$ cat src/rtl/ilim_pkg.sv
package ilim_pkg;

    localparam int PCT_W = 7;

    typedef enum logic [1:0] {
        ST_IDLE   = 2'd0,
        ST_FIRST  = 2'd1,
        ST_WINDOW = 2'd2,
        ST_LOCKED = 2'd3
    } dec_state_e;

    // Percentage for step k of `steps` levels spread evenly from 100 down to 50, rounded.
    function automatic logic [PCT_W-1:0] pct_for(input int k, input int steps);
        int den;
        int val;
        if (steps <= 1) begin
            val = 100;
        end else begin
            den = 2 * (steps - 1);
            val = 100 - ((100 * k + (steps - 1)) / den);
        end
        return PCT_W'(val);
    endfunction

endpackage

$ cat src/rtl/ilim_sync.sv
module ilim_sync #(
    parameter int STAGES = 2
) (
    input  logic clk,
    input  logic rst_n,
    input  logic din,
    output logic level_o,
    output logic rise_o
);

    typedef struct packed {
        logic [STAGES-1:0] chain;
        logic              prev;
    } sync_t;

    sync_t sync_d, sync_q;

    generate
        if (STAGES < 2) begin : g_bad
            initial $error("ilim_sync needs at least two stages");
        end
    endgenerate

    always_comb begin
        sync_d       = sync_q;
        sync_d.chain = {sync_q.chain[STAGES-2:0], din};
        sync_d.prev  = sync_q.chain[STAGES-1];
    end

    always_ff @(posedge clk or negedge rst_n) begin
        if (!rst_n) begin
            sync_q <= '0;
        end else begin
            sync_q <= sync_d;
        end
    end

    assign level_o = sync_q.chain[STAGES-1];
    assign rise_o  = sync_q.chain[STAGES-1] & ~sync_q.prev;

endmodule

$ cat src/rtl/ilim_ctrl.sv
module ilim_ctrl
    import ilim_pkg::*;
#(
    parameter int STEPS         = 8,
    parameter int FIRST_MIN_CYC = 1500,
    parameter int EDGE_WIN_CYC  = 4000,
    parameter int SETUP_CYC     = 4500
) (
    input  logic                     clk,
    input  logic                     rst_n,
    input  logic                     level_i,
    input  logic                     rise_i,
    output logic [$clog2(STEPS)-1:0] step_o,
    output logic                     valid_o,
    output logic                     done_o
);

    localparam int STEP_W = $clog2(STEPS);
    localparam int TIM_W  = $clog2(SETUP_CYC + 1);
    localparam logic [STEP_W-1:0] STEP_MAX  = STEP_W'(STEPS - 1);
    localparam logic [TIM_W-1:0]  T_FIRST   = TIM_W'(FIRST_MIN_CYC - 1);
    localparam logic [TIM_W-1:0]  T_DEADL   = TIM_W'(EDGE_WIN_CYC);
    localparam logic [TIM_W-1:0]  T_CLOSE   = TIM_W'(SETUP_CYC - 1);

    typedef struct packed {
        dec_state_e        state;
        logic [TIM_W-1:0]  timer;
        logic [STEP_W-1:0] cnt;
        logic              done;
    } ctrl_t;

    ctrl_t ctl_d, ctl_q;

    always_comb begin
        ctl_d      = ctl_q;
        ctl_d.done = 1'b0;
        unique case (ctl_q.state)
            ST_IDLE: begin
                ctl_d.timer = '0;
                ctl_d.cnt   = '0;
                if (rise_i) begin
                    ctl_d.state = ST_FIRST;
                    ctl_d.timer = TIM_W'(1);
                end
            end
            ST_FIRST: begin
                ctl_d.timer = ctl_q.timer + 1'b1;
                if (!level_i) begin
                    ctl_d.state = ST_IDLE;
                    ctl_d.timer = '0;
                end else if (ctl_q.timer >= T_FIRST) begin
                    ctl_d.state = ST_WINDOW;
                end
            end
            ST_WINDOW: begin
                if (rise_i && (ctl_q.timer < T_DEADL) && (ctl_q.cnt != STEP_MAX)) begin
                    ctl_d.cnt = ctl_q.cnt + 1'b1;
                end
                if (ctl_q.timer == T_CLOSE) begin
                    ctl_d.state = ST_LOCKED;
                    ctl_d.done  = 1'b1;
                end else begin
                    ctl_d.timer = ctl_q.timer + 1'b1;
                end
            end
            ST_LOCKED: begin
                if (!level_i) begin
                    ctl_d.state = ST_IDLE;
                    ctl_d.timer = '0;
                    ctl_d.cnt   = '0;
                end
            end
            default: ctl_d = '0;
        endcase
    end

    always_ff @(posedge clk or negedge rst_n) begin
        if (!rst_n) begin
            ctl_q <= '0;
        end else begin
            ctl_q <= ctl_d;
        end
    end

    assign valid_o = (ctl_q.state == ST_LOCKED);
    assign step_o  = valid_o ? ctl_q.cnt : '0;
    assign done_o  = ctl_q.done;

    AST_HOLD_STEP: assert property (@(posedge clk) disable iff (!rst_n)
        (ctl_q.state == ST_LOCKED && $past(ctl_q.state) == ST_LOCKED) |-> $stable(ctl_q.cnt));

    AST_DONE_ON_ENTRY: assert property (@(posedge clk) disable iff (!rst_n)
        ctl_q.done |-> (ctl_q.state == ST_LOCKED && $past(ctl_q.state) == ST_WINDOW));

    AST_FULL_WINDOW: assert property (@(posedge clk) disable iff (!rst_n)
        (ctl_q.state == ST_LOCKED && $past(ctl_q.state) != ST_LOCKED) |-> $past(ctl_q.timer) == T_CLOSE);

    AST_COUNT_CEILING: assert property (@(posedge clk) disable iff (!rst_n)
        (ctl_q.state == ST_WINDOW && $past(ctl_q.state) == ST_WINDOW && $past(ctl_q.cnt) == STEP_MAX)
        |-> ctl_q.cnt == STEP_MAX);

    AST_DROP_CLEARS: assert property (@(posedge clk) disable iff (!rst_n)
        (valid_o && !level_i) |=> !valid_o);

endmodule

$ cat src/rtl/ilim_pct_map.sv
module ilim_pct_map
    import ilim_pkg::*;
#(
    parameter int STEPS = 8
) (
    input  logic [$clog2(STEPS)-1:0] step_i,
    input  logic                     valid_i,
    output logic [PCT_W-1:0]         pct_o
);

    logic [PCT_W-1:0] lut [STEPS];

    generate
        for (genvar k = 0; k < STEPS; k++) begin : g_lut
            assign lut[k] = pct_for(k, STEPS);
        end
    endgenerate

    always_comb begin
        pct_o = '0;
        if (valid_i) begin
            pct_o = lut[step_i];
        end
    end

endmodule

$ cat src/rtl/ilim_pulse_decoder.sv
module ilim_pulse_decoder
    import ilim_pkg::*;
#(
    parameter int STEPS         = 8,
    parameter int SYNC_STAGES   = 2,
    parameter int FIRST_MIN_CYC = 1500,
    parameter int EDGE_WIN_CYC  = 4000,
    parameter int SETUP_CYC     = 4500
) (
    input  logic                     clk,
    input  logic                     rst_n,
    input  logic                     prog_in,
    output logic [$clog2(STEPS)-1:0] lim_step_o,
    output logic [PCT_W-1:0]         lim_pct_o,
    output logic                     lim_valid_o,
    output logic                     setup_done_o
);

    logic line_level;
    logic line_rise;

    ilim_sync #(
        .STAGES (SYNC_STAGES)
    ) i_sync (
        .clk     (clk),
        .rst_n   (rst_n),
        .din     (prog_in),
        .level_o (line_level),
        .rise_o  (line_rise)
    );

    ilim_ctrl #(
        .STEPS         (STEPS),
        .FIRST_MIN_CYC (FIRST_MIN_CYC),
        .EDGE_WIN_CYC  (EDGE_WIN_CYC),
        .SETUP_CYC     (SETUP_CYC)
    ) i_ctrl (
        .clk     (clk),
        .rst_n   (rst_n),
        .level_i (line_level),
        .rise_i  (line_rise),
        .step_o  (lim_step_o),
        .valid_o (lim_valid_o),
        .done_o  (setup_done_o)
    );

    ilim_pct_map #(
        .STEPS (STEPS)
    ) i_pct (
        .step_i  (lim_step_o),
        .valid_i (lim_valid_o),
        .pct_o   (lim_pct_o)
    );

    AST_PCT_RANGE: assert property (@(posedge clk) disable iff (!rst_n)
        lim_valid_o |-> (lim_pct_o >= PCT_W'(50) && lim_pct_o <= PCT_W'(100)));

    AST_IDLE_ZERO: assert property (@(posedge clk) disable iff (!rst_n)
        !lim_valid_o |-> (lim_pct_o == '0 && lim_step_o == '0 && !setup_done_o));

endmodule

$ cat config.mk
export PLATFORM = sky130hd
export DESIGN_NAME = ilim_pulse_decoder
export DESIGN_NICKNAME = d
export VERILOG_FILES = /design/src/rtl/ilim_pkg.sv /design/src/rtl/ilim_sync.sv /design/src/rtl/ilim_ctrl.sv /design/src/rtl/ilim_pct_map.sv /design/src/rtl/ilim_pulse_decoder.sv
export SDC_FILE = /design/constraint.sdc
export NUM_CORES = 1
export LEC_CHECK = 0
export BUFFER_PORTS_ARGS = -buffer_cell sky130_fd_sc_hd__buf_4
export CAP_MARGIN = 25
export CORE_MARGIN = 1
export CORE_UTILIZATION = 44
export DETAILED_ROUTE_END_ITERATION = 8
export GPL_TIMING_DRIVEN = 0
export HOLD_SLACK_MARGIN = 0.02
export MAX_ROUTING_LAYER = met4
export PLACE_DENSITY = 0.7
export SYNTH_ARGS = -nofsm -noshare
export SYNTH_HDL_FRONTEND = slang
export SYNTH_SLANG_ARGS = --single-unit
$ cat constraint.sdc
create_clock -name clk -period 5.13 [get_ports clk]
set_clock_uncertainty 0.15 [all_clocks]
set_input_delay 1.539 -clock clk [delete_from_list [all_inputs] [get_ports clk]]
set_output_delay 1.539 -clock clk [all_outputs]
set_load 0.02 [all_outputs]
==> results of run 1 <==
sequential cells by signal (all words and copies together) (netlist names), named ones only:
| name | count |
|---|---|
| i_sync.level_o | 1 |
| i_sync.sync_d | 1 |
| i_ctrl.done_o | 1 |
| i_sync.sync_q | 1 |
| i_ctrl.ctl_q | 17 |
cells in the mapped netlist, types with 2 or more instances:
| cell type | n | area (um2) |
|---|---|---|
| a211oi_1 | 3 | 22.52 |
| o22ai_1 | 4 | 25.02 |
| nand4_1 | 3 | 18.77 |
| o21ai_0 | 14 | 70.07 |
| o21a_1 | 2 | 15.01 |
| inv_1 | 8 | 30.03 |
| mux2i_1 | 4 | 40.04 |
| nand2b_1 | 5 | 31.28 |
| a21oi_1 | 6 | 30.03 |
| ha_1 | 5 | 62.56 |
| xnor2_1 | 7 | 61.31 |
| o31ai_1 | 2 | 15.01 |
| nand3_1 | 5 | 25.02 |
| nor3_1 | 2 | 10.01 |
| dfrtp_1 | 22 | 550.5 |
| nor2_1 | 18 | 67.56 |
| nand2_1 | 19 | 71.32 |
| and3_1 | 3 | 18.77 |
| buf_6 | 3 | 33.78 |
final timing paths:
check | from | to | cells after the start
max | i_ctrl.ctl_q[17] | lim_pct_o[1] | 7
min | i_sync.sync_d[2] | i_sync.level_o | 0
max reg2reg | i_ctrl.ctl_q[4] | i_ctrl.ctl_q[9] | 5
min reg2reg | i_sync.sync_d[2] | i_sync.level_o | 0
max in group asynchronous | rst_n | i_ctrl.ctl_q[8] | 1
min in group asynchronous | rst_n | i_ctrl.ctl_q[9] | 1
power breakdown:
group          internal, W  total (W)  leakage [nW]  switching (W)
Sequential        0.000194   0.000220         0.295      0.0000268
Clock            0.0000790   0.000133        0.0279      0.0000536
Combinational    0.0000932   0.000236         0.380       0.000143
Total             0.000366   0.000589         0.703       0.000223
worst max-delay path: cells and delay by family, from the launching register on:
kind | cells | cell delay [ns]
flops | 1 | 0.40
simple gates | 2 | 0.27
fa+ha+maj | 1 | 0.33
compound gates | 1 | 0.26
buf+inv | 3 | 0.48
cells by family (layout without fill, tap and decap cells):
family	Yosys count	in the layout	synth area share [%]
fa+ha+maj	5	5	4.537
mux	5	5	3.721
compound gates	36	36	15.88
xor+xnor	8	8	5.082
buf+inv	14	32	5.807
simple gates	66	66	25.05
flops	22	22	39.93
through the flow:
stage | setup slack (ns) | instance area (um2) | utilization [%] | instances
2_1_floorplan | 1.602 | 1379 | - | 156
3_3_place_gp | 1.823 | 1523 | 53.38 | 201
3_5_place_dp | 1.775 | 1523 | 53.38 | 201
4_1_cts | 1.417 | 1575 | 55.22 | 205
5_1_grt | 1.232 | 1575 | 55.22 | 205
6_report | 1.387 | 1575 | 55.22 | 205
metal layers:
metal	wire length, um	GRT usage, %
met1	1526	28.88
met2	1335	29.39
met3	95	4.018
met4	32	5.102
met5	0	-
cell type report:
class                      count  area, um2
fill                         275       1277
multi-input combinational    120      748.2
sequential                    22      550.5
timing repair buffer          14      105.1
buffer                         6      50.05
tap                           31      38.79
clock inverter                 1      30.03
inverter                       8      30.03
clock buffer                   3      22.52
==> results.tsv, run 1 <==
metric	value	unit
worst-path fanout max	10	
Data arrival, critical path	2.05	ns
Main synth FF type	dfrtp_1	
ant diodes	0	
Layout area overhead	14.25	%
htree depth	1	
Post-synth EDFFs	0	
placer's final routability congestion estimate	0.8607	
Final Max Slew Viols	0	
Antenna Nets Post-Route	0	
Async SR Flop Fraction	100.0	%
GRT Total Usage	20.18	%
Clock Latency Late Sink	0.31	ns
measured slew at the worst slew-check pin	0.5677	ns
clock slew seen by the registers of the worst setup and hold paths	0.13	ns
Post-CTS Resized	0	
pin count of the biggest net entering global routing	23	
Rows	19	
share of layout cells above drive strength 1	16.09	%
Vias per Instance	5.820	
Period Utilization, post-route	72.96	%
total number of yosys warnings	0	
die area	3362	um2
WL/cell	14.59	um
Post-Synthesis Cells	156	
Die Wd	57.98	um
CP dominant cell by count	nand2_1	
CP Cell Sequence	buf_6 > nand2_1 > inv_1 > nand2_1 > ha_1 > a211oi_1 > buf_4	
drc violations	0	
PortBufs	14	
slew margin rel.	61.75	%
DR vias	1193	
Nets	183	
root buffer cell	clkbuf_4	
Max stage delay cell, worst path	dfrtp_1	
commonest non-fill, non-tap cells in the layout	22 x dfrtp_1, 19 x nand2_1, 18 x nor2_1	
post-synthesis sequential area ratio	39.93	%
detailed placement HPWL	2226	um
DRT Pass-1 Iters	4	
number of global-route vias before repair	1096	
RSZ-0062 raised after global routing	no	
CP Launch Type	register	
setup TNS	0	ns
gr ovfl total	0	
Peak supply drop	232.1	uV
achievable frequency	267.2	MHz
final hold viol count	0	
CTS Hold Bufs	0	
CORE AREA	2853	um2
PD cells	374.0	nW/um2
Bufs on Longest Clock Path	2	
chip height	57.98	um
max-cap violations	0	
syn_nets	164	
Fin Hold WS	0.2164	ns
Reg2Reg Setup Slack	3.00	ns
Pwr Total	0.0005891	W
clk sinks	22	
clock period minus worst slack	3.743	ns
Initial Util	48.33	%
CTS tree	built	
leak pwr	0.7027	nW
Distinct cells, synth	40	
flops & latches, synth	22	
postcts setup bufs	0	
Synth Cell Area	1379	um2
Final Setup Violations	0	
status	complete, no violations	
commonest non-fill, non-tap cell in the layout	dfrtp_1	
Hold WC Path Type	register to register	
CTS Buf Count	3	
first-pass GRT wire length	5037	um
initial antenna violation count	0	
Routed WL	2990	um
Req. time, crit path	3.44	ns
Iter 0 DRT Violations	47	
endpoint type of the worst setup path	output port	
Setup CP Type	register to output port	
syn_area_per_cell	8.839	um2
IO Count	15	
CP max stage delay	0.40	ns
(Power assumes the default switching activity.)
==> run 2: changes to the inputs <==
- ABC_AREA: unset -> 1
- PLACE_DENSITY: 0.7 -> 0.69
- clock period: 5.13 -> 3.6 ns (I/O delays scaled with it)
==> results.tsv, run 2 <==
metric	value	unit	change
top-area cell type share of the netlist area	34.98	%	-5.0 points
Data arrival, critical path	1.87	ns	-0.18 ns
ant diodes	0		unchanged
Post-synth EDFFs	0		unchanged
slew margin rel.	80.00	%	+18 points
Inst Count DP	298		+48%
CTS Buf Count	3		unchanged
die area	3820	um2	+14%
Synth area leader	dfrtp_1		
clock slew seen by the registers of the worst setup and hold paths	0.13	ns	about the same
Max stage delay cell, worst path	dfrtp_1		
CP Launch Type	register		
setup TNS	0	ns	unchanged
PortBufs	14		unchanged
Antenna Nets Post-Route	0		unchanged
GRT Total Usage	22.02	%	+1.8 points
endpoint type of the worst setup path	output port		
RSZ-0062 raised after global routing	no		
Async SR Flop Fraction	100.0	%	unchanged
clk sinks	22		unchanged
PnR worst setup slack	0.4956	ns	-0.8916 ns
Fin Hold WS	0.2174	ns	+0.001058 ns
synth top area cells	dfrtp_1 35%, nand2_1 18%, nand3_1 8.3%, inv_1 6.2%, nor2_1 5.5%		
Distinct cells, synth	26		-35%
commonest non-fill, non-tap cells in the layout	77 x nand2_1, 26 x inv_1, 26 x nand3_1		
Main synth FF type	dfrtp_1		
root buffer cell	clkbuf_4		
first-pass GRT wire length	5954	um	+18%
Die Wd	61.81	um	+6.6%
leak pwr	0.8270	nW	+18%
Worst Path Buf+Inv	2		-1
Post-Synthesis Cells	238		+53%
DR vias	1540		+29%
initial antenna violation count	0		unchanged
drc violations	0		unchanged
worst-path fanout max	6		-4
placer's final routability congestion estimate	0.9912		+15%
share of layout cells above drive strength 1	13.67	%	-2.4 points
post-synthesis sequential area ratio	34.98	%	-5.0 points
total number of yosys warnings	0		unchanged
CP Cell Sequence	nand2_2 > nor2_1 > inv_1 > ha_1 > o22ai_1 > buf_4		
WL/cell	12.23	um	-16%
status	complete, no violations		
Post-synth top cells	77 x nand2_1, 26 x inv_1, 26 x nand3_1, 23 x nor2_1, 22 x dfrtp_1		
CP max stage delay	0.49	ns	+0.09 ns
Bufs on Longest Clock Path	2		unchanged
Clock Latency Late Sink	0.32	ns	about the same
Setup CP Type	register to output port		
number of global-route vias before repair	1274		+16%
max-cap violations	0		unchanged
detailed placement HPWL	2804	um	+26%
Setup WS pre-CTS	0.8724	ns	-0.9027 ns
Post-CTS Resized	0		unchanged
flops & latches, synth	22		unchanged
htree depth	1		unchanged
syn_nets	246		+50%
final hold viol count	0		unchanged
PD cells	428.5	nW/um2	+15%
CORE AREA	3390	um2	+19%
Hold WC Path Type	register to register		
Final Setup Violations	0		unchanged
Non-Filler Instances	302		+47%
max reg flops	17		unchanged
achievable frequency	322.1	MHz	
top-count cell post-synth	nand2_1		
Initial Util	46.44	%	-1.9 points
Vias per Instance	5.099		-12%
Reg2Reg Setup Slack	1.74	ns	-1.26 ns
clock period minus worst slack	3.104	ns	
Final Max Slew Viols	0		unchanged
Synth Cell Area	1574	um2	+14%
Rows	21		+2
Peak supply drop	248.8	uV	+7.2%
CTS Hold Bufs	0		unchanged
syn_area_per_cell	6.613	um2	-25%
gr ovfl total	0		unchanged
Layout area overhead	12.64	%	
Largest Register	i_ctrl.ctl_q		
Iter 0 DRT Violations	99		+110%
commonest non-fill, non-tap cell in the layout	nand2_1		
measured slew at the worst slew-check pin	0.2972	ns	-0.2705 ns
delay-heaviest family, CP	flip-flops		
CTS tree	built		
Req. time, crit path	2.37	ns	-1.07 ns
Routed WL	3694	um	+24%
Nets	265		+45%
Period Utilization, post-route	86.23	%	
postcts setup bufs	0		unchanged
chip height	61.81	um	+6.6%
DRT Pass-1 Iters	4		unchanged
IO Count	15		unchanged
pin count of the biggest net entering global routing	23		unchanged
==> run 2: worst paths after layout <==
| check | endpoint | start | cells after the start |
|---|---|---|---|
| worst max-delay path | lim_pct_o[1] | i_ctrl.ctl_q[17] | 6 |
| worst min-delay path | i_sync.level_o | i_sync.sync_d[2] | 0 |
| worst max register to register | i_ctrl.ctl_q[8] | i_ctrl.ctl_q[4] | 8 |
| worst min register to register | i_sync.level_o | i_sync.sync_d[2] | 0 |
| max in group asynchronous | i_ctrl.ctl_q[3] | rst_n | 1 |
| min in group asynchronous | i_ctrl.ctl_q[10] | rst_n | 1 |
==> run 2: cell families (layout without fill, tap and decap cells) <==
kind of cell / count (synthesis) / count (layout) / share of synthesized area, %
simple gates: 150 / 150 / 41.65
compound gates: 27 / 27 / 9.857
fa+ha+maj: 5 / 5 / 3.975
flops: 22 / 22 / 34.98
buf+inv: 32 / 50 / 8.426
xor+xnor: 2 / 2 / 1.113
==> run 2: metrics by stage <==
stage          power (W)  cell area, um2  util (%)
3_5_place_dp   0.0006205            1737     51.24
4_1_cts        0.0007658            1773     52.31
5_1_grt        0.0008087            1773     52.31
2_1_floorplan  0.0005255            1574         -
6_report       0.0007596            1773     52.31
3_3_place_gp   0.0006223            1737     51.24
==> run 2: report_power, final <==
| part | leakage (nW) | internal [W] | switching (W) | total [W] |
|---|---|---|---|---|
| Clock | 0.0210 | 0.0000619 | 0.0000829 | 0.000145 |
| Sequential | 0.295 | 0.000276 | 0.0000388 | 0.000315 |
| Combinational | 0.511 | 0.0000950 | 0.000205 | 0.000300 |
| Total | 0.827 | 0.000433 | 0.000327 | 0.000760 |
==> run 2: layout make-up <==
type	instances	area, um2
Fill cell	334	1617
Multi-Input combinational cell	184	890.9
Sequential cell	22	550.5
Inverter	29	108.9
Timing Repair Buffer	14	105.1
Tap cell	46	57.56
Clock buffer	4	36.28
Buffer	3	23.77
==> run 2: layer usage <==
layer  share of wire, %  vias to the layer above  GRT usage, %
li1                   -                      820             -
met1                 48                      670         30.67
met2                 47                       45         34.72
met3                4.8                        5         2.070
met4               0.92                        0         5.079
met5                  0                        -             -
==> run 3: changes to the inputs <==
- CORE_UTILIZATION: 44 -> 58
- PLACE_DENSITY: 0.69 -> 0.85
==> results.tsv, run 3 (synthesized netlist as in run 2, its figures left out) <==
metric	value	unit	change
status	complete, no violations		
leak pwr	0.8339	nW	+0.84%
CP max stage delay	0.49	ns	about the same
CP Launch Type	register		
measured slew at the worst slew-check pin	0.3434	ns	+0.04624 ns
htree depth	1		unchanged
Period Utilization, post-route	85.25	%	-0.99 points
max-cap violations	0		unchanged
die area	2926	um2	-23%
Nets	265		unchanged
Initial Util	62.40	%	+16 points
clock slew seen by the registers of the worst setup and hold paths	0.13	ns	about the same
max reg flops	17		unchanged
Rows	18		-14%
Post-CTS Resized	0		unchanged
chip height	54.10	um	-12%
Hold WC Path Type	register to register		
PortBufs	14		unchanged
Antenna Nets Post-Route	0		unchanged
Largest Register	i_ctrl.ctl_q		
postcts setup bufs	0		unchanged
final hold viol count	0		unchanged
Max stage delay cell, worst path	dfrtp_1		
root buffer cell	clkbuf_4		
drc violations	0		unchanged
clock period minus worst slack	3.069	ns	-0.03554 ns
gr ovfl total	0		unchanged
number of global-route vias before repair	1353		+6.2%
CTS Buf Count	3		unchanged
Clock Latency Late Sink	0.32	ns	about the same
achievable frequency	325.9	MHz	+1.2%
Routed WL	3935	um	+6.5%
RSZ-0062 raised after global routing	no		
Bufs on Longest Clock Path	2		unchanged
IO Count	15		unchanged
pin count of the biggest net entering global routing	23		unchanged
commonest non-fill, non-tap cells in the layout	77 x nand2_1, 26 x inv_1, 26 x nand3_1		
sw power	0.0003385	W	+3.6%
Vias per Instance	5.720		+12%
CP Cell Sequence	nand2_2 > nor2_1 > inv_1 > ha_1 > nand3_1 > nand2_1 > buf_4		
placer's final routability congestion estimate	0.9376		-5.4%
sw frac	41.19	%	-1.8 points
Seq pwr share	38.2	%	-3.2 points
CTS Hold Bufs	0		unchanged
detailed placement HPWL	2958	um	+5.5%
Pint	0.0004834	W	+12%
commonest non-fill, non-tap cell in the layout	nand2_1		
share of layout cells above drive strength 1	13.67	%	unchanged
endpoint type of the worst setup path	output port		
Layout Utilization	70.14	%	+18 points
DRT Pass-1 Iters	4		unchanged
slew margin rel.	77.08	%	-2.9 points
WL/cell	13.76	um	+12%
CTS tree	built		
Iter 0 DRT Violations	54		-45%
clk sinks	22		unchanged
CORE AREA	2522	um2	-26%
initial antenna violation count	0		unchanged
ant diodes	0		unchanged
Req. time, crit path	2.37	ns	about the same
GRT Total Usage	30.69	%	+8.7 points
Layout area overhead	12.40	%	
worst-path fanout max	6		unchanged
Data arrival, critical path	1.84	ns	-0.03 ns
combinational share of power	37.9	%	-1.6 points
setup TNS	0	ns	unchanged
Final Max Slew Viols	0		unchanged
Die Wd	54.10	um	-12%
Clock Power Share	23.8	%	+4.7 points
Setup CP Type	register to output port		
DR vias	1636		+6.2%
Peak supply drop	508.8	uV	+100%
first-pass GRT wire length	6161	um	+3.5%
PD cells	464.6	nW/um2	+8.4%
Final Setup Violations	0		unchanged
==> run 3: cell types whose count changed in the layout (fill, tap and decap cells not counted) <==
cell,change
clkbuf_8,-1
bufinv_16,+1
==> run 3: power groups by stage <==
stage / clock, W / sequential, W / combinational (W)
after CTS: 0.000196 / 0.000314 / 0.000310
after global placement: 0 / 0.000318 / 0.000305
after global routing: 0.000206 / 0.000321 / 0.000347
after detailed placement: 0 / 0.000320 / 0.000308
final: 0.000196 / 0.000314 / 0.000312
after floorplan: 0 / 0.000310 / 0.000216
==> run 3: final cells by class <==
class	instances	area [um2]
multi-input cells	184	890.9
fillers	212	753.2
flip-flops and latches	22	550.5
inverters	29	108.9
repair buffers	14	105.1
well taps	30	37.54
clock inverters	1	30.03
plain buffers	3	23.77
clock buffers	3	22.52
==> run 3: through the flow <==
stage / instances / total power (W) / instance area (um2) / worst slack, ns / hold WS (ns)
floorplan: 238 / 0.0005255 / 1574 / 0.6679 / 0.1812
global placement: 282 / 0.0006232 / 1717 / 0.8996 / 0.1880
detailed placement: 282 / 0.0006275 / 1717 / 0.8944 / 0.1978
CTS: 286 / 0.0008200 / 1769 / 0.5261 / 0.2273
global route: 286 / 0.0008733 / 1769 / 0.3624 / 0.2440
finish: 286 / 0.0008219 / 1769 / 0.5311 / 0.2218
==> run 3: critical path, delay by kind of cell, from the launching register on <==
kind	cells	cell delay (ns)
flip-flops	1	0.49
adder cells (fa/ha/maj)	1	0.29
AND/OR/NAND/NOR	4	0.52
buffers and inverters	2	0.23
==> run 3: final timing paths <==
| check | startpoint | endpoint | slack [ns] | depth (start not counted) |
|---|---|---|---|---|
| max | i_ctrl.ctl_q[17] | lim_pct_o[4] | 0.53 | 7 |
| min | i_sync.sync_d[2] | i_sync.level_o | 0.22 | 0 |
| max reg2reg | i_ctrl.ctl_q[4] | i_ctrl.ctl_q[4] | 1.72 | 8 |
| min reg2reg | i_sync.sync_d[2] | i_sync.level_o | 0.22 | 0 |
| max in group asynchronous | rst_n | i_ctrl.ctl_q[13] | 2.60 | 1 |
| min in group asynchronous | rst_n | i_ctrl.done_o | 0.46 | 1 |
==> run 3: per-layer routing <==
| layer | part of all wire, % | vias to the layer above | global-route usage (%) |
|---|---|---|---|
| met4 | 0.64 | 0 | 7.265 |
| met3 | 6.6 | 4 | 3.672 |
| li1 | - | 817 | - |
| met5 | 0 | - | - |
| met1 | 47 | 759 | 42.39 |
| met2 | 45 | 56 | 47.74 |
